==> src/rtl/gsc_pkg.sv <==
package gsc_pkg;

    // Register byte offsets (software-visible map)
    localparam logic [31:0] OFS_DRIVE  = 32'h100;  // read: drive enables, write: release
    localparam logic [31:0] OFS_SET    = 32'h108;  // read: output latch, write: set+drive
    localparam logic [31:0] OFS_CLR    = 32'h10C;  // write: clear+drive
    localparam logic [31:0] OFS_LEVEL  = 32'h110;  // read: pin levels, write: input enable

    typedef enum logic [2:0] {
        REG_NONE,
        REG_DRIVE,
        REG_SET,
        REG_CLR,
        REG_LEVEL
    } gsc_reg_e;

endpackage

==> src/rtl/gsc_decode.sv <==
module gsc_decode
    import gsc_pkg::*;
#(
    parameter int ADDR_W = 12
) (
    input  logic [ADDR_W-1:0] addr,
    output gsc_reg_e          reg_sel
);

    always_comb begin
        if (addr == OFS_DRIVE[ADDR_W-1:0])
            reg_sel = REG_DRIVE;
        else if (addr == OFS_SET[ADDR_W-1:0])
            reg_sel = REG_SET;
        else if (addr == OFS_CLR[ADDR_W-1:0])
            reg_sel = REG_CLR;
        else if (addr == OFS_LEVEL[ADDR_W-1:0])
            reg_sel = REG_LEVEL;
        else
            reg_sel = REG_NONE;
    end

endmodule

==> src/rtl/gsc_pin_bank.sv <==
module gsc_pin_bank #(
    parameter int N_PINS = 32
) (
    input  logic              clk,
    input  logic              rst_n,
    input  logic              do_set,
    input  logic              do_clr,
    input  logic              do_release,
    input  logic [N_PINS-1:0] mask,
    output logic [N_PINS-1:0] out_lat,
    output logic [N_PINS-1:0] oe_lat
);

    typedef struct packed {
        logic [N_PINS-1:0] out;
        logic [N_PINS-1:0] oe;
    } bank_t;

    bank_t bank_d, bank_q;

    always_comb begin
        bank_d = bank_q;
        if (do_set) begin
            bank_d.out = bank_q.out | mask;
            bank_d.oe  = bank_q.oe  | mask;
        end else if (do_clr) begin
            bank_d.out = bank_q.out & ~mask;
            bank_d.oe  = bank_q.oe  | mask;
        end else if (do_release) begin
            bank_d.oe  = bank_q.oe  & ~mask;
        end
    end

    always_ff @(posedge clk or negedge rst_n) begin
        if (!rst_n)
            bank_q <= '0;
        else
            bank_q <= bank_d;
    end

    assign out_lat = bank_q.out;
    assign oe_lat  = bank_q.oe;

endmodule

==> src/rtl/gsc_in_sync.sv <==
module gsc_in_sync #(
    parameter int N_PINS = 32,
    parameter int STAGES = 2
) (
    input  logic              clk,
    input  logic              rst_n,
    input  logic              arm,
    input  logic [N_PINS-1:0] pin_async,
    output logic [N_PINS-1:0] level_vis
);

    typedef struct packed {
        logic [STAGES-1:0][N_PINS-1:0] chain;
        logic                          live;
    } sync_t;

    sync_t sync_d, sync_q;

    always_comb begin
        sync_d          = sync_q;
        sync_d.chain[0] = pin_async;
        for (int s = 1; s < STAGES; s++)
            sync_d.chain[s] = sync_q.chain[s-1];
        if (arm)
            sync_d.live = 1'b1;
    end

    always_ff @(posedge clk or negedge rst_n) begin
        if (!rst_n)
            sync_q <= '0;
        else
            sync_q <= sync_d;
    end

    assign level_vis = sync_q.chain[STAGES-1] & {N_PINS{sync_q.live}};

endmodule

==> src/rtl/gpio_setclr_port.sv <==
module gpio_setclr_port
    import gsc_pkg::*;
#(
    parameter int N_PINS = 32,
    parameter int ADDR_W = 12
) (
    input  logic              clk,
    input  logic              rst_n,
    input  logic              bus_sel,
    input  logic              bus_we,
    input  logic [ADDR_W-1:0] bus_addr,
    input  logic [N_PINS-1:0] bus_wdata,
    output logic [N_PINS-1:0] bus_rdata,
    input  logic [N_PINS-1:0] pin_in,
    output logic [N_PINS-1:0] pin_out,
    output logic [N_PINS-1:0] pin_oe
);

    gsc_reg_e          reg_sel;
    logic              wr_act;
    logic              rd_act;
    logic [N_PINS-1:0] level_vis;

    assign wr_act = bus_sel &&  bus_we;
    assign rd_act = bus_sel && !bus_we;

    gsc_decode #(.ADDR_W(ADDR_W)) u_dec (
        .addr    (bus_addr),
        .reg_sel (reg_sel)
    );

    gsc_pin_bank #(.N_PINS(N_PINS)) u_bank (
        .clk        (clk),
        .rst_n      (rst_n),
        .do_set     (wr_act && reg_sel == REG_SET),
        .do_clr     (wr_act && reg_sel == REG_CLR),
        .do_release (wr_act && reg_sel == REG_DRIVE),
        .mask       (bus_wdata),
        .out_lat    (pin_out),
        .oe_lat     (pin_oe)
    );

    gsc_in_sync #(.N_PINS(N_PINS), .STAGES(2)) u_sync (
        .clk       (clk),
        .rst_n     (rst_n),
        .arm       (wr_act && reg_sel == REG_LEVEL),
        .pin_async (pin_in),
        .level_vis (level_vis)
    );

    always_comb begin
        bus_rdata = '0;
        if (rd_act) begin
            unique case (reg_sel)
                REG_DRIVE: bus_rdata = pin_oe;
                REG_SET:   bus_rdata = pin_out;
                REG_LEVEL: bus_rdata = level_vis;
                default:   bus_rdata = '0;
            endcase
        end
    end

endmodule

==> config.mk <==
export PLATFORM = sky130hd
export DESIGN_NAME = gpio_setclr_port
export DESIGN_NICKNAME = d
export VERILOG_FILES = /design/src/rtl/gsc_pkg.sv /design/src/rtl/gsc_decode.sv /design/src/rtl/gsc_pin_bank.sv /design/src/rtl/gsc_in_sync.sv /design/src/rtl/gpio_setclr_port.sv
export SDC_FILE = /design/constraint.sdc
export NUM_CORES = 1
export LEC_CHECK = 0
export ABC_AREA = 1
export BUFFER_PORTS_ARGS = -buffer_cell sky130_fd_sc_hd__buf_2
export CORE_UTILIZATION = 45
export CTS_CLUSTER_SIZE = 16
export DETAILED_ROUTE_END_ITERATION = 16
export PLACE_DENSITY_LB_ADDON = 0.3
export SLEW_MARGIN = 0
export SYNTH_ARGS = -nofsm -noshare
export SYNTH_HDL_FRONTEND = slang
export SYNTH_SLANG_ARGS = --single-unit
==> constraint.sdc <==
create_clock -name clk -period 2 [get_ports clk]
set_clock_uncertainty 0.15 [all_clocks]
set_input_delay 0.3 -clock clk [delete_from_list [all_inputs] [get_ports clk]]
set_output_delay 0.3 -clock clk [all_outputs]
set_load 0.03 [all_outputs]
==> impl_table.tex, run 1 <==
\begin{tabular}{lr}
\hline
Metric & Value \\
\hline
\multicolumn{2}{l}{\textbf{Synthesis}} \\
\quad Portion of synthesized cell area occupied by the leading cell type & 57.6\% \\
\quad Netlist Area Pre-Place & 5600 sq um \\
\quad Seq cells post-synth & 129 \\
\quad Leading cell types by total area after synthesis & sky130\_fd\_sc\_hd\_\_dfrtp\_1, sky130\_fd\_sc\_hd\_\_nand2\_1, sky130\_fd\_sc\_hd\_\_nor2\_1 \\
\quad Post-synth net total & 764 \\
\quad Sequential element share of the synthesized area & 57.6\% \\
\quad Unique masters post-synth & 21 \\
\quad Cell count after synthesis & 684 \\
\quad Warnings from Yosys & 0 \\
\quad Biggest area consumer among synthesized cells & sky130\_fd\_sc\_hd\_\_dfrtp\_1 \\
\quad Mean cell area of the mapped netlist & 8.19 sq um \\
\multicolumn{2}{l}{\textbf{Min path}} \\
\quad Instance count along the most critical hold path & 3 \\
\quad Hold/Removal Path Class & input pin to flip-flop \\
\multicolumn{2}{l}{\textbf{GRT}} \\
\quad Total congestion overflow & 0 \\
\quad Vias in the first global route & 5255 \\
\quad Pin count of the biggest net entering global routing & 46 \\
\quad Initial antenna violation count & 0 \\
\quad Wire length of the first global-routing pass & 25700 microns \\
\quad Global router's overall resource usage & 26.1\% \\
\multicolumn{2}{l}{\textbf{Clock tree}} \\
\quad Clk buf depth & 2 \\
\quad Clock transition at the register clock pins on the worst setup and hold paths after CTS & 60 ps \\
\quad Clock root buffer master & sky130\_fd\_sc\_hd\_\_clkbuf\_16 \\
\quad TritonCTS clock tree & yes \\
\quad H-tree levels & 4 \\
\quad Number of buffers inserted during clock tree synthesis & 17 \\
\quad Clock latency of the later-clocked register in the worst-skew pair & 420 ps \\
\quad Count of clock tree sinks & 129 \\
\multicolumn{2}{l}{\textbf{Finish}} \\
\quad Commonest non-fill, non-tap cell in the layout & sky130\_fd\_sc\_hd\_\_nand2\_1 \\
\quad Combined area of the multi-input logic cells & 2210 sq um \\
\quad Number of nets in the layout & 1031 \\
\quad P\&R area growth vs syn & 55.9\% \\
\quad Fraction of final layout cells sized beyond drive strength 1 & 31.8\% \\
\quad Final cell area excluding filler cells & 8730 sq um \\
\quad Layout fillers & 877 \\
\quad ANT cells & 0 \\
\quad Total area of sequential cells & 3230 sq um \\
\quad Leading cell types in the layout, fill and taps excluded & sky130\_fd\_sc\_hd\_\_nand2\_1, sky130\_fd\_sc\_hd\_\_buf\_2, sky130\_fd\_sc\_hd\_\_dfrtp\_1 \\
\quad Non-filler instance count after layout & 1131 \\
\multicolumn{2}{l}{\textbf{Outcome}} \\
\quad Result of the run & complete, but fails checks \\
\quad Failing checks & setup timing \\
\multicolumn{2}{l}{\textbf{Place}} \\
\quad Port buffer count & 175 \\
\quad Detailed Place HPWL & 10300 microns \\
\quad Area after detailed placement & 6800 sq um \\
\quad Inst Count DP & 1017 \\
\quad Weighted congestion at the end of routability-driven global placement & 0.803 \\
\multicolumn{2}{l}{\textbf{Detailed routing}} \\
\quad Number of nets still failing antenna checks after routing & 0 \\
\quad Average vias per placed instance & 5.02 \\
\quad WL final & 17800 microns \\
\quad Via total after detailed routing & 5674 \\
\quad 1st-pass router iterations & 5 \\
\quad Count of routing violations after the opening detailed-route iteration & 496 \\
\quad Count of unresolved DRC violations after routing & 0 \\
\quad Routed wire length per instance & 15.7 microns \\
\multicolumn{2}{l}{\textbf{STA}} \\
\quad Count of final hold-check violations & 0 \\
\quad Fraction of the cycle the final worst path needs & 105\% \\
\quad Period minus WS final & 2100 ps \\
\quad Final setup slack of the worst path & -103 ps \\
\quad Normalized max-slew margin & 70.3\% \\
\quad Tightest Pin Transition & 445 ps \\
\quad Setup total negative slack & -1500 ps \\
\quad Highest clock frequency the design can meet & 476 MHz \\
\quad RSZ-0062 raised after global routing & yes \\
\quad Final setup violating endpoints & 30 \\
\quad Max-slew violation total from the final report & 0 \\
\multicolumn{2}{l}{\textbf{Power}} \\
\quad Lkg Pwr & 4.42 nW \\
\quad Overall Power & 6.21 mW \\
\quad Total power per unit cell area & 711 nW/um\^{}2 \\
\quad Worst vdd rail ir drop & 856 uV \\
\multicolumn{2}{l}{\textbf{Floorplan}} \\
\quad Total number of placement rows & 40 \\
\quad Die Y & 114 microns \\
\quad Initial core utilization & 46.4\% \\
\quad Floorplan core area & 12100 sq um \\
\quad Chip Width & 114 microns \\
\quad Total I/O pin count & 176 \\
\quad Area of the die & 12900 sq um \\
\multicolumn{2}{l}{\textbf{Setup path}} \\
\quad Kind of capture point of the worst setup path & output port \\
\quad Classification of the worst setup path & input pin to output port \\
\quad Depth of the worst register-to-register path & 2 \\
\quad CP Launch Type & input pin \\
\quad Slack of the worst reg-to-reg path & 970 ps \\
\quad Arrival time reported for the critical path endpoint & 1650 ps \\
\quad Crit path max fanout & 7 \\
\quad Critical path data required time & 1550 ps \\
\multicolumn{2}{l}{\textbf{Flow run}} \\
\quad Max-cap viol count & 0 \\
\hline
\end{tabular}
## synth_stat cells
library cell	n
sky130_fd_sc_hd__buf_4	4
sky130_fd_sc_hd__o21bai_1	1
sky130_fd_sc_hd__nand3b_2	1
sky130_fd_sc_hd__inv_2	3
sky130_fd_sc_hd__dfrtp_1	129
sky130_fd_sc_hd__a21oi_1	32
sky130_fd_sc_hd__nor2_1	102
sky130_fd_sc_hd__nor2_4	2
sky130_fd_sc_hd__nand4_1	1
sky130_fd_sc_hd__buf_6	5
sky130_fd_sc_hd__o21ai_2	1
sky130_fd_sc_hd__o21ai_1	30
sky130_fd_sc_hd__o21ai_0	2
sky130_fd_sc_hd__nor2_2	3
sky130_fd_sc_hd__inv_1	37
sky130_fd_sc_hd__nand3_1	65
sky130_fd_sc_hd__clkbuf_1	10
sky130_fd_sc_hd__buf_2	21
sky130_fd_sc_hd__nor3_2	1
sky130_fd_sc_hd__nand2_1	233
sky130_fd_sc_hd__nand2_2	1
## layout make-up
cell class / instances / share of cell area, %
Clock buffer: 19 / 5.07
Clock inverter: 12 / 1.81
Inverter: 40 / 1.72
Multi-Input combinational cell: 475 / 25.4
Sequential cell: 129 / 37.0
Tap cell: 168 / 2.41
Timing Repair Buffer: 288 / 26.7
## what timing repair did
item,in CTS,in global routing
hold endpoints to repair,129,0
cloned,0,9
buffers inserted,0,9
pin swaps,1,12
resized for setup,44,78
hold buffers,65,0
endpoints found under the setup margin,32,32
## critical path, cell delays in order
cell	delay, ps
sky130_fd_sc_hd__buf_6	90
sky130_fd_sc_hd__nor2_4	110
sky130_fd_sc_hd__nand2_2	70
sky130_fd_sc_hd__nor2_4	210
sky130_fd_sc_hd__nand2_1	110
sky130_fd_sc_hd__nand3_2	110
sky130_fd_sc_hd__nand2_4	120
sky130_fd_sc_hd__clkbuf_16	210
sky130_fd_sc_hd__nor2_1	130
sky130_fd_sc_hd__buf_4	180
## worst paths after layout
check                                                  start                            to
max in group asynchronous                              rst_n   u_sync.sync_q[47]$_DFF_PN0_
worst max-delay path                             bus_addr[7]                 bus_rdata[26]
min in group asynchronous                              rst_n   u_sync.sync_q[33]$_DFF_PN0_
worst min register to register   u_sync.sync_d[54]$_DFF_PN0_   u_sync.sync_q[54]$_DFF_PN0_
worst max register to register  u_sync.sync_q[0]$_DFFE_PN0P_  u_sync.sync_q[0]$_DFFE_PN0P_
worst min-delay path                                  bus_we  u_sync.sync_q[0]$_DFFE_PN0P_
## routing by layer
metal	GRT usage [%]	wire (microns)	share of wire [%]	vias up
li1	-	-	-	2674
met1	34.9	7340	41	2698
met2	41.7	8840	50	267
met3	6.06	1200	6.7	35
met4	9.30	382	2.2	0
met5	0	0	0	-
## per-stage QoR
| stage | worst slack (ps) | hold slack (ps) | util (%) |
|---|---|---|---|
| 4_1_cts | -61.3 | 131 | 67.8 |
| 3_5_place_dp | -129 | 103 | 56.4 |
| 2_1_floorplan | 1.45 | -146 | - |
| 5_1_grt | -188 | 193 | 72.4 |
| 3_3_place_gp | -102 | 103 | 56.4 |
| 6_report | -103 | 177 | 72.4 |
## report_power, final
| part | total [mW] | leakage (nW) | switching, mW | internal [mW] |
|---|---|---|---|---|
| logic | 0.376 | 2.48 | 0.188 | 0.187 |
| clock network | 3.13 | 0.286 | 1.14 | 1.99 |
| registers | 2.70 | 1.65 | 0.0213 | 2.68 |
## kinds of logic (layout without fill, tap and decap cells)
kind of cell / count (synthesis) / count (layout) / share of synthesized area (%)
simple gates: 409 / 409 / 29.6
flops: 129 / 129 / 57.6
buf+inv: 80 / 359 / 6.77
compound gates: 66 / 66 / 6.01
No activity file was read; power rests on OpenSTA's default activity.
==> run 2: changes to the inputs <==
Settings changed: SETUP_SLACK_MARGIN set to 0.4.
==> run 2 against run 1 <==
Effect of this change: the run still ends with setup timing left; die area unchanged; sequential share of layout area is 6.8 points lower; critical path depth rose by 2; combinational power increased by 24%; clock-buffer cell count is 1 higher; non-clock buffer count rose by 29; register-to-register slack got worse by 160 ps.
==> impl_table.tex, run 2 (synthesis results as in run 1) <==
\begin{tabular}{lr}
\hline
Metric & Value \\
\hline
\multicolumn{2}{l}{\textbf{GRT}} \\
\quad Pin count of the biggest net entering global routing & 53 \\
\quad Wire length of the first global-routing pass & 32900 microns \\
\quad Initial antenna violation count & 0 \\
\quad Vias in the first global route & 6297 \\
\quad Total congestion overflow & 0 \\
\quad Global router's overall resource usage & 34.6\% \\
\multicolumn{2}{l}{\textbf{STA}} \\
\quad Setup total negative slack & -3470 ps \\
\quad Fraction of the cycle the final worst path needs & 106\% \\
\quad Highest clock frequency the design can meet & 470 MHz \\
\quad Final setup violating endpoints & 54 \\
\quad Tightest Pin Transition & 537 ps \\
\quad Normalized max-slew margin & 64.2\% \\
\quad RSZ-0062 raised after global routing & yes \\
\quad Count of final hold-check violations & 0 \\
\quad Period minus WS final & 2130 ps \\
\quad Max-slew violation total from the final report & 0 \\
\quad Hold WS & 193 ps \\
\quad Final setup slack of the worst path & -129 ps \\
\multicolumn{2}{l}{\textbf{Setup path}} \\
\quad Arrival time reported for the critical path endpoint & 1680 ps \\
\quad Critical path data required time & 1550 ps \\
\quad Kind of capture point of the worst setup path & output port \\
\quad Crit path max fanout & 6 \\
\quad Classification of the worst setup path & input pin to output port \\
\quad CP Launch Type & input pin \\
\multicolumn{2}{l}{\textbf{Power}} \\
\quad Overall Power & 6.28 mW \\
\quad Lkg Pwr & 5.42 nW \\
\quad Worst vdd rail ir drop & 802 uV \\
\quad Total power per unit cell area & 586 nW/um\^{}2 \\
\multicolumn{2}{l}{\textbf{Floorplan}} \\
\quad Chip Width & 114 microns \\
\quad Area of the die & 12900 sq um \\
\quad Total number of placement rows & 40 \\
\quad Floorplan core area & 12100 sq um \\
\quad Total I/O pin count & 176 \\
\quad Die Y & 114 microns \\
\quad Initial core utilization & 46.4\% \\
\multicolumn{2}{l}{\textbf{Place}} \\
\quad Port buffer count & 175 \\
\quad Post-placement setup slack & -131 ps \\
\quad Area after detailed placement & 7190 sq um \\
\quad Weighted congestion at the end of routability-driven global placement & 0.843 \\
\quad Detailed Place HPWL & 10500 microns \\
\quad Inst Count DP & 1021 \\
\multicolumn{2}{l}{\textbf{Detailed routing}} \\
\quad Number of nets still failing antenna checks after routing & 0 \\
\quad 1st-pass router iterations & 6 \\
\quad Average vias per placed instance & 5.62 \\
\quad Count of unresolved DRC violations after routing & 0 \\
\quad Via total after detailed routing & 6526 \\
\quad Count of routing violations after the opening detailed-route iteration & 600 \\
\quad Routed wire length per instance & 21.9 microns \\
\quad WL final & 25500 microns \\
\multicolumn{2}{l}{\textbf{Finish}} \\
\quad Final design utilization & 88.8\% \\
\quad Commonest non-fill, non-tap cell in the layout & sky130\_fd\_sc\_hd\_\_buf\_2 \\
\quad Final cell area excluding filler cells & 10700 sq um \\
\quad Non-filler instance count after layout & 1161 \\
\quad Leading cell types in the layout, fill and taps excluded & sky130\_fd\_sc\_hd\_\_buf\_2, sky130\_fd\_sc\_hd\_\_dfrtp\_1, sky130\_fd\_sc\_hd\_\_nand2\_2 \\
\quad Number of nets in the layout & 1060 \\
\quad ANT cells & 0 \\
\quad Fraction of final layout cells sized beyond drive strength 1 & 56.9\% \\
\quad P\&R area growth vs syn & 91.3\% \\
\multicolumn{2}{l}{\textbf{Outcome}} \\
\quad Result of the run & complete, but fails checks \\
\quad Failing checks & setup timing \\
\multicolumn{2}{l}{\textbf{Flow run}} \\
\quad Max-cap viol count & 0 \\
\multicolumn{2}{l}{\textbf{Clock tree}} \\
\quad Clk buf depth & 2 \\
\quad H-tree levels & 4 \\
\quad Clock latency of the later-clocked register in the worst-skew pair & 420 ps \\
\quad Clock transition at the register clock pins on the worst setup and hold paths after CTS & 60 ps \\
\quad TritonCTS clock tree & yes \\
\quad Clock root buffer master & sky130\_fd\_sc\_hd\_\_clkbuf\_16 \\
\quad Count of clock tree sinks & 129 \\
\quad Number of buffers inserted during clock tree synthesis & 17 \\
\multicolumn{2}{l}{\textbf{Min path}} \\
\quad Hold/Removal Path Class & flip-flop to flip-flop \\
\hline
\end{tabular}
run 2: changes by cell type in the layout (fill, tap and decap cells not counted), moves of 14 or more:
| cell | before | now |
|---|---|---|
| sky130_fd_sc_hd__buf_16 | 0 | 14 |
| sky130_fd_sc_hd__nand2_2 | 8 | 84 |
| sky130_fd_sc_hd__nand2_4 | 2 | 65 |
| sky130_fd_sc_hd__nand2_1 | 224 | 83 |
| sky130_fd_sc_hd__nor2_2 | 17 | 38 |
| sky130_fd_sc_hd__nor2_4 | 12 | 55 |
| sky130_fd_sc_hd__nor2_1 | 78 | 14 |
| sky130_fd_sc_hd__buf_4 | 39 | 18 |
| sky130_fd_sc_hd__buf_6 | 26 | 51 |
run 2: path summary, 6_finish.rpt:
kind	end	cells past startpoint	startpoint	slack, ps
hold reg to reg	u_sync.sync_q[54]$_DFF_PN0_	0	u_sync.sync_d[54]$_DFF_PN0_	190
setup / recovery	bus_rdata[28]	12	bus_addr[7]	-130
setup reg to reg	u_sync.sync_q[0]$_DFFE_PN0P_	3	u_sync.sync_q[0]$_DFFE_PN0P_	810
hold / removal	u_sync.sync_q[54]$_DFF_PN0_	0	u_sync.sync_d[54]$_DFF_PN0_	190
max in group asynchronous	async pin	3	rst_n	810
min in group asynchronous	async pin	2	rst_n	240
run 2: cell type report:
cell class	instances	area (sq um)
Timing Repair Buffer	317	3160
Tap cell	168	210
Fill cell	500	1350
Clock inverter	12	134
Multi-Input combinational cell	475	3380
Sequential cell	129	3230
Clock buffer	20	447
Inverter	40	158
run 2: where the power goes:
part           internal [mW]  total [mW]  switching [mW]
registers               2.68        2.72          0.0347
clock network           1.87        3.10            1.23
logic                  0.210       0.466           0.257
run 2: timing repair:
| item | CTS | global route |
|---|---|---|
| cloned | 16 | 7 |
| endpoints found under the setup margin | 60 | 96 |
| hold buffers | 65 | 0 |
| gates resized for setup | 267 | 169 |
| buffers inserted | 16 | 4 |
| endpoints found under the hold margin | 113 | 0 |
| pin swaps | 98 | 80 |
run 2: worst max-delay path: stages:
cell	delay (ps)
sky130_fd_sc_hd__buf_6	100
sky130_fd_sc_hd__nor2_4	110
sky130_fd_sc_hd__nand2_2	80
sky130_fd_sc_hd__nor2_4	170
sky130_fd_sc_hd__buf_12	150
sky130_fd_sc_hd__buf_12	130
sky130_fd_sc_hd__clkbuf_16	160
sky130_fd_sc_hd__nand3_1	80
sky130_fd_sc_hd__nand2_1	100
sky130_fd_sc_hd__nor2_2	60
sky130_fd_sc_hd__nor2_4	110
sky130_fd_sc_hd__buf_6	130
run 2: per-layer routing:
layer | vias to the layer above | track usage [%] | share of wire [%]
met5 | - | 0 | 0
met4 | 0 | 20.5 | 6.0
met3 | 144 | 8.82 | 9.3
met2 | 486 | 56.9 | 50
met1 | 3150 | 41.1 | 35
li1 | 2746 | - | -
